$ cat config.mk
export PLATFORM = sky130hd
export DESIGN_NAME = tmr_pair_frontend
export DESIGN_NICKNAME = d
export VERILOG_FILES = /design/src/rtl/tmr_pair_pkg.sv /design/src/rtl/tmr_addr_decode.sv /design/src/rtl/tmr_rd_mux.sv /design/src/rtl/tmr_pair_frontend.sv
export SDC_FILE = /design/constraint.sdc
export NUM_CORES = 1
export LEC_CHECK = 0
export BUFFER_PORTS_ARGS = -buffer_cell sky130_fd_sc_hd__buf_2
export CORE_MARGIN = 5
export CORE_UTILIZATION = 30
export CTS_CLUSTER_DIAMETER = 100
export CTS_CLUSTER_SIZE = 24
export DETAILED_ROUTE_END_ITERATION = 10
export PLACE_DENSITY_LB_ADDON = 0.25
export SLEW_MARGIN = 20
export SYNTH_ARGS = -nofsm -noshare
export SYNTH_HDL_FRONTEND = slang
export SYNTH_HIERARCHICAL = 1
export SYNTH_SLANG_ARGS = --single-unit
$ cat constraint.sdc
create_clock -name clk -period 2.58 [get_ports clk]
set_input_delay 0.258 -clock clk [delete_from_list [all_inputs] [get_ports clk]]
set_output_delay 0.258 -clock clk [all_outputs]
set_load 0.02 [all_outputs]
$ cat src/rtl/tmr_pair_pkg.sv
// Package: shared types and constants for the dual-timer front end.
// Assumes a 12-bit byte address and 32-bit data.
package tmr_pair_pkg;
    localparam int ADDR_W = 12;
    localparam int DATA_W = 32;
    localparam int OFF_W  = 5;

    // Which responder owns an access.
    typedef enum logic [2:0] {
        SEL_NONE = 3'd0,
        SEL_TA   = 3'd1,
        SEL_TB   = 3'd2,
        SEL_ID   = 3'd3,
        SEL_TEST = 3'd4
    } sel_e;

    // Identification byte k; computed by case, eight entries.
    function automatic logic [7:0] id_byte(input logic [2:0] k);
        case (k)
            3'd0: id_byte = 8'h04;
            3'd1: id_byte = 8'h18;
            3'd2: id_byte = 8'h14;
            3'd3: id_byte = 8'h00;
            3'd4: id_byte = 8'h0D;
            3'd5: id_byte = 8'hF0;
            3'd6: id_byte = 8'h05;
            default: id_byte = 8'hB1;
        endcase
    endfunction
endpackage

$ cat src/rtl/tmr_addr_decode.sv
// Address decoder: classifies a byte offset into a responder.
// Assumes timer windows are 2**OFF_W bytes each, stacked from 0.
module tmr_addr_decode
    import tmr_pair_pkg::*;
#(
    parameter int AW = ADDR_W,
    parameter int OW = OFF_W
) (
    input  logic [AW-1:0] addr,
    output sel_e          sel,
    output logic [OW-1:0] off,
    output logic [2:0]    id_idx
);
    localparam int WIN      = 1 << OW;
    localparam int ID_BASE  = (1 << AW) - 32;
    localparam int TST_BASE = (1 << AW) - 256;

    // Pick the responder from the offset.
    always_comb begin
        off    = addr[OW-1:0];
        id_idx = addr[4:2];
        if (int'(addr) < WIN)
            sel = SEL_TA;
        else if (int'(addr) < 2 * WIN)
            sel = SEL_TB;
        else if (int'(addr) >= ID_BASE && addr[1:0] == 2'b00)
            sel = SEL_ID;
        else if (int'(addr) == TST_BASE || int'(addr) == TST_BASE + 4)
            sel = SEL_TEST;
        else
            sel = SEL_NONE;
    end
endmodule

$ cat src/rtl/tmr_rd_mux.sv
// Read-return stage: registers the selected data one cycle after a read.
// Assumes the timer read data is valid in the strobe cycle.
module tmr_rd_mux
    import tmr_pair_pkg::*;
#(
    parameter int DW = DATA_W
) (
    input  logic          clk,
    input  logic          rst_n,
    input  logic          rd,
    input  sel_e          sel,
    input  logic [2:0]    id_idx,
    input  logic [DW-1:0] a_data,
    input  logic [DW-1:0] b_data,
    output logic [DW-1:0] rd_data,
    output logic          rd_valid
);
    logic [DW-1:0] nxt;

    // Pick the read data for the current selection.
    always_comb begin
        case (sel)
            SEL_TA:  nxt = a_data;
            SEL_TB:  nxt = b_data;
            SEL_ID:  nxt = {{(DW-8){1'b0}}, id_byte(id_idx)};
            default: nxt = '0;
        endcase
    end

    // Register the data and its valid flag.
    always_ff @(posedge clk) begin
        if (!rst_n) begin
            rd_data  <= '0;
            rd_valid <= 1'b0;
        end else begin
            rd_valid <= rd;
            if (rd) rd_data <= nxt;
        end
    end

    a_r3_valid_follows_rd: assert property (@(posedge clk) disable iff (!rst_n)
        rd |=> rd_valid);
    a_r3_no_spurious_valid: assert property (@(posedge clk) disable iff (!rst_n)
        !rd |=> !rd_valid);
    a_r6_test_reads_zero: assert property (@(posedge clk) disable iff (!rst_n)
        (rd && sel == SEL_TEST) |=> rd_data == '0);
    a_r5_id_high_zero: assert property (@(posedge clk) disable iff (!rst_n)
        (rd && sel == SEL_ID) |=> rd_data[DW-1:8] == '0);
endmodule

$ cat src/rtl/tmr_pair_frontend.sv
// Top: register-window front end for two timer cores with ID ROM and
// merged interrupt. Assumes one access per cycle; write wins no priority
// over read since each goes only to its own strobe.
module tmr_pair_frontend
    import tmr_pair_pkg::*;
(
    input  logic              clk,
    input  logic              rst_n,
    input  logic [ADDR_W-1:0] bus_addr,
    input  logic              bus_wr,
    input  logic              bus_rd,
    input  logic [DATA_W-1:0] bus_wdata,
    output logic [DATA_W-1:0] rd_data,
    output logic              rd_valid,
    output logic              irq,
    output logic              ta_wr,
    output logic              ta_rd,
    output logic [OFF_W-1:0]  ta_off,
    output logic [DATA_W-1:0] ta_wdata,
    input  logic [DATA_W-1:0] ta_rdata,
    input  logic              ta_irq,
    output logic              tb_wr,
    output logic              tb_rd,
    output logic [OFF_W-1:0]  tb_off,
    output logic [DATA_W-1:0] tb_wdata,
    input  logic [DATA_W-1:0] tb_rdata,
    input  logic              tb_irq
);
    sel_e             sel;
    logic [OFF_W-1:0] off;
    logic [2:0]       id_idx;

    tmr_addr_decode #(.AW(ADDR_W), .OW(OFF_W)) u_dec (
        .addr(bus_addr), .sel(sel), .off(off), .id_idx(id_idx)
    );

    // Steer strobes and re-based offsets to the owning timer.
    always_comb begin
        ta_wr    = bus_wr && sel == SEL_TA;
        ta_rd    = bus_rd && sel == SEL_TA;
        tb_wr    = bus_wr && sel == SEL_TB;
        tb_rd    = bus_rd && sel == SEL_TB;
        ta_off   = off;
        tb_off   = off;
        ta_wdata = bus_wdata;
        tb_wdata = bus_wdata;
    end

    // Merge the interrupt levels.
    always_comb irq = ta_irq | tb_irq;

    tmr_rd_mux #(.DW(DATA_W)) u_rd (
        .clk(clk), .rst_n(rst_n), .rd(bus_rd), .sel(sel), .id_idx(id_idx),
        .a_data(ta_rdata), .b_data(tb_rdata),
        .rd_data(rd_data), .rd_valid(rd_valid)
    );

    a_r1_r2_exclusive: assert property (@(posedge clk) disable iff (!rst_n)
        $countones({ta_wr, ta_rd, tb_wr, tb_rd}) <= 2 && !((ta_wr||ta_rd) && (tb_wr||tb_rd)));
    a_r8_high_write_dropped: assert property (@(posedge clk) disable iff (!rst_n)
        (bus_wr && bus_addr >= 12'h040) |-> !(ta_wr || tb_wr));
    a_r9_irq_merge: assert property (@(posedge clk) disable iff (!rst_n)
        (ta_irq || tb_irq) |-> irq);
    a_r4_ta_data: assert property (@(posedge clk) disable iff (!rst_n)
        ta_rd |=> rd_data == $past(ta_rdata));
endmodule

Word-level counts from Yosys, hierarchy flattened
Index checks and enable logic that the tools add are counted.

Flip-flop bits (word level): 33. Bits of input ports: 114. Output and inout bits: 112. Word-level logic and storage cells: 31.

$lt $le $gt $ge: 3. Equality and inequality tests: 11. Muxes and demuxes: 6. Bitwise gates (word level): 1. Reductions and logical operators: 8.

Operators with widths (count): $pmux 32 s3 (1); $pmux 8 s7 (1); $eq 12x9->1 const B (2); $eq 3x2->1 const B (4); $ge 12x12->1 const B (1); $lt 12x6->1 const B (1); $lt 12x7->1 const B (1); $mux 3 (4); $eq 3x3->1 const B (3); $eq 3x1->1 const B (2); $logic_and 1x1->1 (5); $logic_not 3->1 (1); $logic_not 2->1 (1); $logic_or 1x1->1 (1); $or 1x1->1 (1).

Logic depth before layout (Yosys ltp)
Gate-level depths: netlist (run 1).

Depth in word-level cells: 8. Depth in mapped cells: 8. Mapped depth without buffers: 7.

Cells and area by module
The synthesis (run 1) kept the hierarchy.

By module, submodules not included: tmr_rd_mux (instances 1, cells an instance 167, area an instance 1584.0 sq um, seq. area each 660.6 sq um); tmr_pair_frontend (instances 1, cells an instance 74, area an instance 574.3 sq um, seq. area each 0.0 sq um); tmr_addr_decode (instances 1, cells an instance 18, area an instance 132.6 sq um, seq. area each 0.0 sq um).

Worst setup path after synthesis (run 1)
Ideal clock, no wire load.

Path type: input port to flip-flop. From: input bus_addr[6]. To: register u_rd.rd_data[10]. Setup time: 0.128 ns. Arrival: 2.013 ns. Data required time: 2.452 ns. Setup slack: 0.439 ns. Cell stages on the path: 7. Buffers on the path: 2. Cells stage by stage: or4_1 nor4_1 nand2b_1 buf_2 buf_2 a2bb2oi_1 nor2_1.

Longest elaborated chain between the ends: 8. Elaborated cells on any way between the ends: 15.

Ends and longest elaborated chain: from (decl) (line tmr_pair_frontend.sv:9) `input logic [ADDR_W-1:0] bus_addr,`; branches (longest 5 deep; another with $ge 12x12->1); $mux 3 * (line tmr_addr_decode.sv:22) `if (int'(addr) < WIN)`; named net sel[2] (line tmr_pair_frontend.sv:29) `sel_e sel;`; $eq 3x2->1 / $eq 3x1->1 (equally long branches) (line tmr_rd_mux.sv:22) `case (sel)`; $pmux 32 s3 * (line tmr_rd_mux.sv:22); to (signal assigned) (line tmr_rd_mux.sv:37) `if (rd) rd_data <= nxt;`; to (decl) (line tmr_rd_mux.sv:15) `output logic [DW-1:0] rd_data,`.

Mark *: on every way through the listed nets, which the timed path passes. A chain may end at the register's enable or synchronous reset.

Worst setup path after layout (run 1)
From: input bus_addr[9]. To: register u_rd.rd_data[29].

Elaborated cells on any way between the ends: 15.

RTL lines: $ge 12x12->1 (line tmr_addr_decode.sv:26) `else if (int'(addr) >= ID_BASE && addr[1:0] == 2'b00)`; $logic_and 1x1->1 (line tmr_addr_decode.sv:26); $mux 3 (line tmr_addr_decode.sv:26); $mux 3 (line tmr_addr_decode.sv:24) `else if (int'(addr) < 2 * WIN)`; $mux 3 * (line tmr_addr_decode.sv:22); named net sel[1] (line tmr_pair_frontend.sv:29); $eq 3x2->1 / $eq 3x1->1 (equally long branches) (line tmr_rd_mux.sv:22); $pmux 32 s3 * (line tmr_rd_mux.sv:22).

Mark *: on every way through the listed nets, which the timed path passes. The rest lies on a longest branch.

==> results of run 1 <==
-- power by group through the flow --
| stage | Clock [mW] | Combinational [mW] | Sequential (mW) |
|---|---|---|---|
| floorplan | 0 | 0.223 | 0.527 |
| global placement | 0 | 0.156 | 0.524 |
| detailed placement | 0 | 0.156 | 0.524 |
| CTS | 0.455 | 0.156 | 0.512 |
| global route | 0.476 | 0.169 | 0.512 |
| finish | 0.430 | 0.154 | 0.513 |
-- flip-flops by register name, summed over array words and instances (netlist names) --
signal,cells
u_rd/rd_valid,1
u_rd/rd_data,32
-- worst reg2reg max path: cells and delay by family (launching register included) --
family             cells  cell delay (ns)
DFF                    1             0.32
AOI/OAI and AO/OA      1             0.33
and+or+nand+nor        1             0.14
-- final cells by class --
type	count	area [µm²]
Sequential cell	33	661
Fill cell	810	4800
Timing Repair Buffer	134	683
Tap cell	99	124
Multi-Input combinational cell	133	950
Clock buffer	7	96.3
Inverter	3	11.3
Clock inverter	1	5.00
-- kinds of logic after synthesis --
kind of cell | count (synthesis)
AO/OA/AOI/OAI | 67
XOR/XNOR | 2
buffers and inverters | 93
flip-flops | 33
multiplexers | 2
AND/OR/NAND/NOR | 62
-- cells in the final DEF, fill, tap and decap left out, types with 2 or more instances in the layout --
cell	synthesis	routed
sky130_fd_sc_hd__o21ai_1	5	5
sky130_fd_sc_hd__a221oi_1	3	3
sky130_fd_sc_hd__and4bb_2	4	4
sky130_fd_sc_hd__nor2_1	30	30
sky130_fd_sc_hd__dfxtp_1	33	33
sky130_fd_sc_hd__nand2b_1	2	2
sky130_fd_sc_hd__and3b_1	2	2
sky130_fd_sc_hd__nor4_1	2	2
sky130_fd_sc_hd__a222oi_1	2	2
sky130_fd_sc_hd__xnor2_1	2	2
sky130_fd_sc_hd__nor2b_1	4	4
sky130_fd_sc_hd__a22oi_1	17	17
sky130_fd_sc_hd__a2bb2oi_1	25	25
sky130_fd_sc_hd__buf_4	79	5
sky130_fd_sc_hd__nand2_1	8	8
sky130_fd_sc_hd__a22oi_2	8	8
sky130_fd_sc_hd__clkbuf_8	0	7
sky130_fd_sc_hd__buf_2	4	129
sky130_fd_sc_hd__or4_1	2	2
-- through the flow --
stage	power, mW	worst slack, ns	cell area (µm²)	util [%]	instances
finish	1.10	0.358	2530	34.5	410
global route	1.16	0.155	2530	34.5	410
CTS	1.12	0.380	2530	34.5	410
detailed placement	0.680	0.0896	2430	33.1	402
global placement	0.681	0.0930	2430	33.1	402
floorplan	0.750	0.439	2290	-	259
-- per-layer routing --
layer  wire length, µm  share of wire, %  global-route usage, %  up-vias
met3               677                11                   5.81       22
met2              2940                48                   21.1      106
met5                 0                 0                      0        -
li1                  -                 -                      -      950
met1              2310                38                   13.0      869
met4               141               2.3                   5.22        0
-- worst paths after layout --
kind	start	end	slack [ns]
min reg2reg	u_rd/rd_data[0]	u_rd/rd_data[0]	0.45
min	ta_rdata[0]	u_rd/rd_data[0]	0.24
max reg2reg	u_rd/rd_data[4]	u_rd/rd_data[4]	1.68
max	bus_addr[9]	u_rd/rd_data[29]	0.36
==> flow_metrics.tcl, run 1 <==
set metrics [dict create \
    run_status "complete, no violations" \
    synth_compound_area_share_pct 25.0 \
    grt_antenna_before_repair 0 \
    synth_top_family_by_area "buffers and inverters" \
    arrival_ns 2.44 \
    clock_tree_from_tritoncts "done" \
    syn_area_um2 2290 \
    core_region_area_um2 7330 \
    leakagePower_nw 1.21 \
    detailed_place_hpwl_mm 4.62 \
    synthToLayoutAreaGrowth_pct 10.4 \
    power.combinational.fraction_pct 14.1 \
    groute.usage.overall_pct 12.3 \
    totalNegativeSetupSlack_ns 0 \
    setup_violators_final 0 \
    die_width_um 97.4 \
    grt_overflow_total 0 \
    clkTransAtPathRegs_ns 0.07 \
    hold_slack_ns 0.242 \
    post_synth_num_cell_types 40 \
    cpPeakStageDelay_ns 0.72 \
    path_delay_family "simple AND/OR/NAND/NOR gates" \
    timing.slew.headroom_pct 42.1 \
    timing_max_transition_violations_final 0 \
    postSynthRegisterBits 33 \
    peakVddDrop_v 0.000190 \
    finalNetCount 424 \
    cellPowerDensity_nw_per_um2 434 \
    post_synth_and_or_nand_nor_area_fraction_pct 14.8 \
    end_kind "register" \
    vias_per_cell 4.75 \
    report.final.hold_viol_count 0 \
    drv.max_cap_violation_count 0 \
    internal-power_mw 0.828 \
    crit_type "primary input to register" \
    io_buffer_count 129 \
    critical_path_cell_count 8 \
    design.die.area_um2 9480 \
    clock_insertion_delay_worst_skew_ns 0.28 \
    synth_largest_area_cell "sky130_fd_sc_hd__dfxtp_1" \
    synth_cells 259 \
    row_count 31 \
    switching_share_pct 24.5 \
    finalWirelength_mm 6.06 \
    num_io_pins 226 \
    synth-seq-area-share_pct 28.8 \
    synth_fa_ha_area_share_pct 0 \
    grt_start_max_net_pins 32 \
    hold_path_class "primary input to register" \
    critical_path_required_ns 2.79 \
    initialDrtViolationCount 59 \
    finalWorstPathRequiredPeriod_ns 2.22 \
    clkSinkCount 33 \
    synthMostInstantiatedCell "sky130_fd_sc_hd__buf_4" \
    power.share.clock_pct 39.2 \
    highest_attainable_clock_frequency_mhz 450 \
    cts_repair_resize_count 0 \
    drive_gt1_share_pct 51.4 \
    cts_hold_buf 0 \
    yosys-top-cells-count "sky130_fd_sc_hd__buf_4 (79), sky130_fd_sc_hd__dfxtp_1 (33), sky130_fd_sc_hd__nor2_1 (30), sky130_fd_sc_hd__a2bb2oi_1 (25), sky130_fd_sc_hd__a22oi_1 (17)" \
    unrepaired_setup_endpoints_after_global_routing "false" \
    count_of_vias_placed_by_the_detailed_router 1947 \
    gp_congestion 0.759 \
    clock_path_buffers 2 \
    synthesis.yosys.warnings 6 \
    avgSynthCellArea_um2 8.85 \
    post-route-period-util_pct 86.1 \
    cp_slowest_cell "sky130_fd_sc_hd__nor2b_4" \
    synth_edf_count 0 \
    detail_route.wl_per_cell_um 14.8 \
    detail_route.first_pass.iterations 4 \
    clock_tree.htree_level_count 2 \
    synth.net_count 373 \
    worst-slew-pin-transition_ns 0.866 \
    synth.area.top_cells "sky130_fd_sc_hd__dfxtp_1 (29%), sky130_fd_sc_hd__buf_4 (26%), sky130_fd_sc_hd__a2bb2oi_1 (9.6%)" \
    cts_made_buffers 5 \
    chipHeight_um 97.4 \
    asyncSetResetFlopFracSynth_pct 0 \
    drtAntennaViolNets 0 \
    yosys.area_share.xor_xnor_pct 0.765 \
    switching_power_mw 0.269 \
    grt_first_pass_wirelength_mm 9.83 \
    p_seq_share_pct 46.7 \
    postSynth.topFlopCell "sky130_fd_sc_hd__dfxtp_1" \
    drt_drc_violations_left 0 \
    num_antenna_cells 0 \
    ff2ff_path_depth 2 \
    grt_pass1_vias 2063 \
    clock_skew_ns 0 \
    crit_path_cell_trace "buf_2 > or4_1 > nor3_2 > o21a_1 > nor2b_4 > a22oi_1 > a2bb2oi_1 > nor2_1" \
    initial_core_util_pct 31.3 \
    synth.area.mux_share_pct 0.928 \
    clock_tree.root_cell "sky130_fd_sc_hd__clkbuf_8" \
    worstPathMaxFanout 31 \
    critPathLaunchType "primary input" \
    cts_setup_buffers 0 \
    cp_bufs_invs 1 \
    area_fraction_of_the_dominant_cell_type_after_synthesis_pct 28.8 \
    holdPathStages 3 \
]
No activity file was read; power rests on OpenSTA's default activity.
==> run 2: changes to the inputs <==
clock period = 2.5 ns   (was 2.58 ns; I/O delays follow)
==> flow_metrics.tcl, run 2 (synthesis results as in run 1) <==
set metrics [dict create \
    run_status "complete, no violations" \
    totalNegativeSetupSlack_ns 0 \
    report.final.hold_viol_count 0 \
    initial_core_util_pct 31.3 \
    design.die.area_um2 9480 \
    io_buffer_count 129 \
    reg.largest.list "u_rd/rd_data x32, u_rd/rd_valid x1" \
    cpPeakStageDelay_ns 0.71 \
    gp_congestion 0.731 \
    drt_drc_violations_left 0 \
    clkSinkCount 33 \
    cts_setup_buffers 0 \
    cts_repair_resize_count 0 \
    end_kind "register" \
    finalWirelength_mm 6.00 \
    seqCellArea_um2 661 \
    grt_first_pass_wirelength_mm 9.87 \
    num_antenna_cells 0 \
    hold_path_class "primary input to register" \
    largest_reg_flops 32 \
    final_design_area_no_fill_um2 2540 \
    layout.filler_cells 809 \
    regMostFlops "u_rd/rd_data" \
    detailed_place_hpwl_mm 4.53 \
    clock_tree_from_tritoncts "done" \
    worstPathMaxFanout 31 \
    core_region_area_um2 7330 \
    cp_slowest_cell "sky130_fd_sc_hd__nor2b_4" \
    clock_insertion_delay_worst_skew_ns 0.27 \
    critical_path_cell_count 8 \
    detail_route.first_pass.iterations 4 \
    clock_skew_ns 0 \
    drtAntennaViolNets 0 \
    ff2ff_path_depth 2 \
    clock_tree.root_cell "sky130_fd_sc_hd__clkbuf_8" \
    cp_bufs_invs 1 \
    placed_cell_area_um2 2430 \
    cts_made_buffers 5 \
    grt_pass1_vias 2034 \
    row_count 31 \
    finalWorstPathRequiredPeriod_ns 2.20 \
    path_delay_family "simple AND/OR/NAND/NOR gates" \
    drv.max_cap_violation_count 0 \
    setup_violators_final 0 \
    initialDrtViolationCount 79 \
    multi_input_comb_area_um2 950 \
    cellPowerDensity_nw_per_um2 474 \
    worst-slew-pin-transition_ns 0.855 \
    holdPathStages 2 \
    timing.slew.headroom_pct 42.9 \
    grt_start_max_net_pins 32 \
    crit_type "primary input to register" \
    clock_path_buffers 2 \
    synthToLayoutAreaGrowth_pct 11.1 \
    crit_path_cell_trace "buf_2 > or4_1 > nor3_2 > o21a_1 > nor2b_4 > a22oi_1 > a2bb2oi_1 > nor2_1" \
    grt_overflow_total 0 \
    drive_gt1_share_pct 51.1 \
    finalNetCount 424 \
    arrival_ns 2.42 \
    layout.cells.most_common_list "sky130_fd_sc_hd__buf_2 (129), sky130_fd_sc_hd__dfxtp_1 (33), sky130_fd_sc_hd__nor2_1 (30), sky130_fd_sc_hd__a2bb2oi_1 (25), sky130_fd_sc_hd__a22oi_1 (17)" \
    post-route-period-util_pct 88.2 \
    die_width_um 97.4 \
    clock_tree.htree_level_count 2 \
    leakagePower_nw 1.21 \
    count_of_vias_placed_by_the_detailed_router 1958 \
    timing_max_transition_violations_final 0 \
    grt_antenna_before_repair 0 \
    chipHeight_um 97.4 \
    critPathLaunchType "primary input" \
    clkTransAtPathRegs_ns 0.07 \
    unrepaired_setup_endpoints_after_global_routing "false" \
    num_io_pins 226 \
    highest_attainable_clock_frequency_mhz 454 \
    groute.usage.overall_pct 12.3 \
    detailedPlace.worstSlack_ns 0.0302 \
    finalWorstSetupSlack_ns 0.295 \
    detail_route.wl_per_cell_um 14.6 \
    cts_hold_buf 0 \
    vias_per_cell 4.78 \
    most_common_library_cell_in_the_layout_ignoring_fill_and_taps "sky130_fd_sc_hd__buf_2" \
    peakVddDrop_v 0.000343 \
    critical_path_required_ns 2.71 \
]
## run 2: cell types whose count changed in the layout (fill, tap and decap cells not counted), sizes merged
cell / previous run / this run
clkinv: 2 / 1
bufinv: 0 / 1
## run 2: layout make-up
class,count,area share [%]
multi-input combinational,133,37.3
timing repair buffer,134,26.8
sequential,33,26.0
tap,99,4.87
clock buffer,7,3.39
clock inverter,1,1.18
inverter,3,0.442
## run 2: power breakdown
group	total [mW]	internal, mW	leakage, nW	switching (mW)
combinational	0.158	0.0773	0.886	0.0806
sequential	0.529	0.528	0.266	0.00106
clock	0.519	0.325	0.0585	0.194
total	1.21	0.930	1.21	0.276
## run 2: routing by layer
layer	track usage, %	vias up	share of wire [%]	routed length [µm]
met5	0	-	0	0
met4	4.15	0	2.1	125
met3	5.46	20	12	717
met2	20.8	106	47	2800
met1	13.7	880	39	2360
li1	-	952	-	-
## run 2: per-stage QoR
stage / total power, mW / util, % / hold WS [ns] / std cells
floorplan: 0.774 / - / 0.381 / 259
global placement: 0.702 / 33.1 / 0.441 / 402
detailed placement: 0.702 / 33.1 / 0.438 / 402
CTS: 1.24 / 34.7 / 0.234 / 410
global route: 1.27 / 34.7 / 0.233 / 410
finish: 1.21 / 34.7 / 0.244 / 410
## run 2: path summary, 6_finish.rpt
path,end,start,slack [ns]
hold / removal,u_rd/rd_data[4],rst_n,0.24
hold reg to reg,u_rd/rd_data[5],u_rd/rd_data[5],0.45
setup reg to reg,u_rd/rd_data[4],u_rd/rd_data[4],1.61
setup / recovery,u_rd/rd_data[25],bus_addr[9],0.30
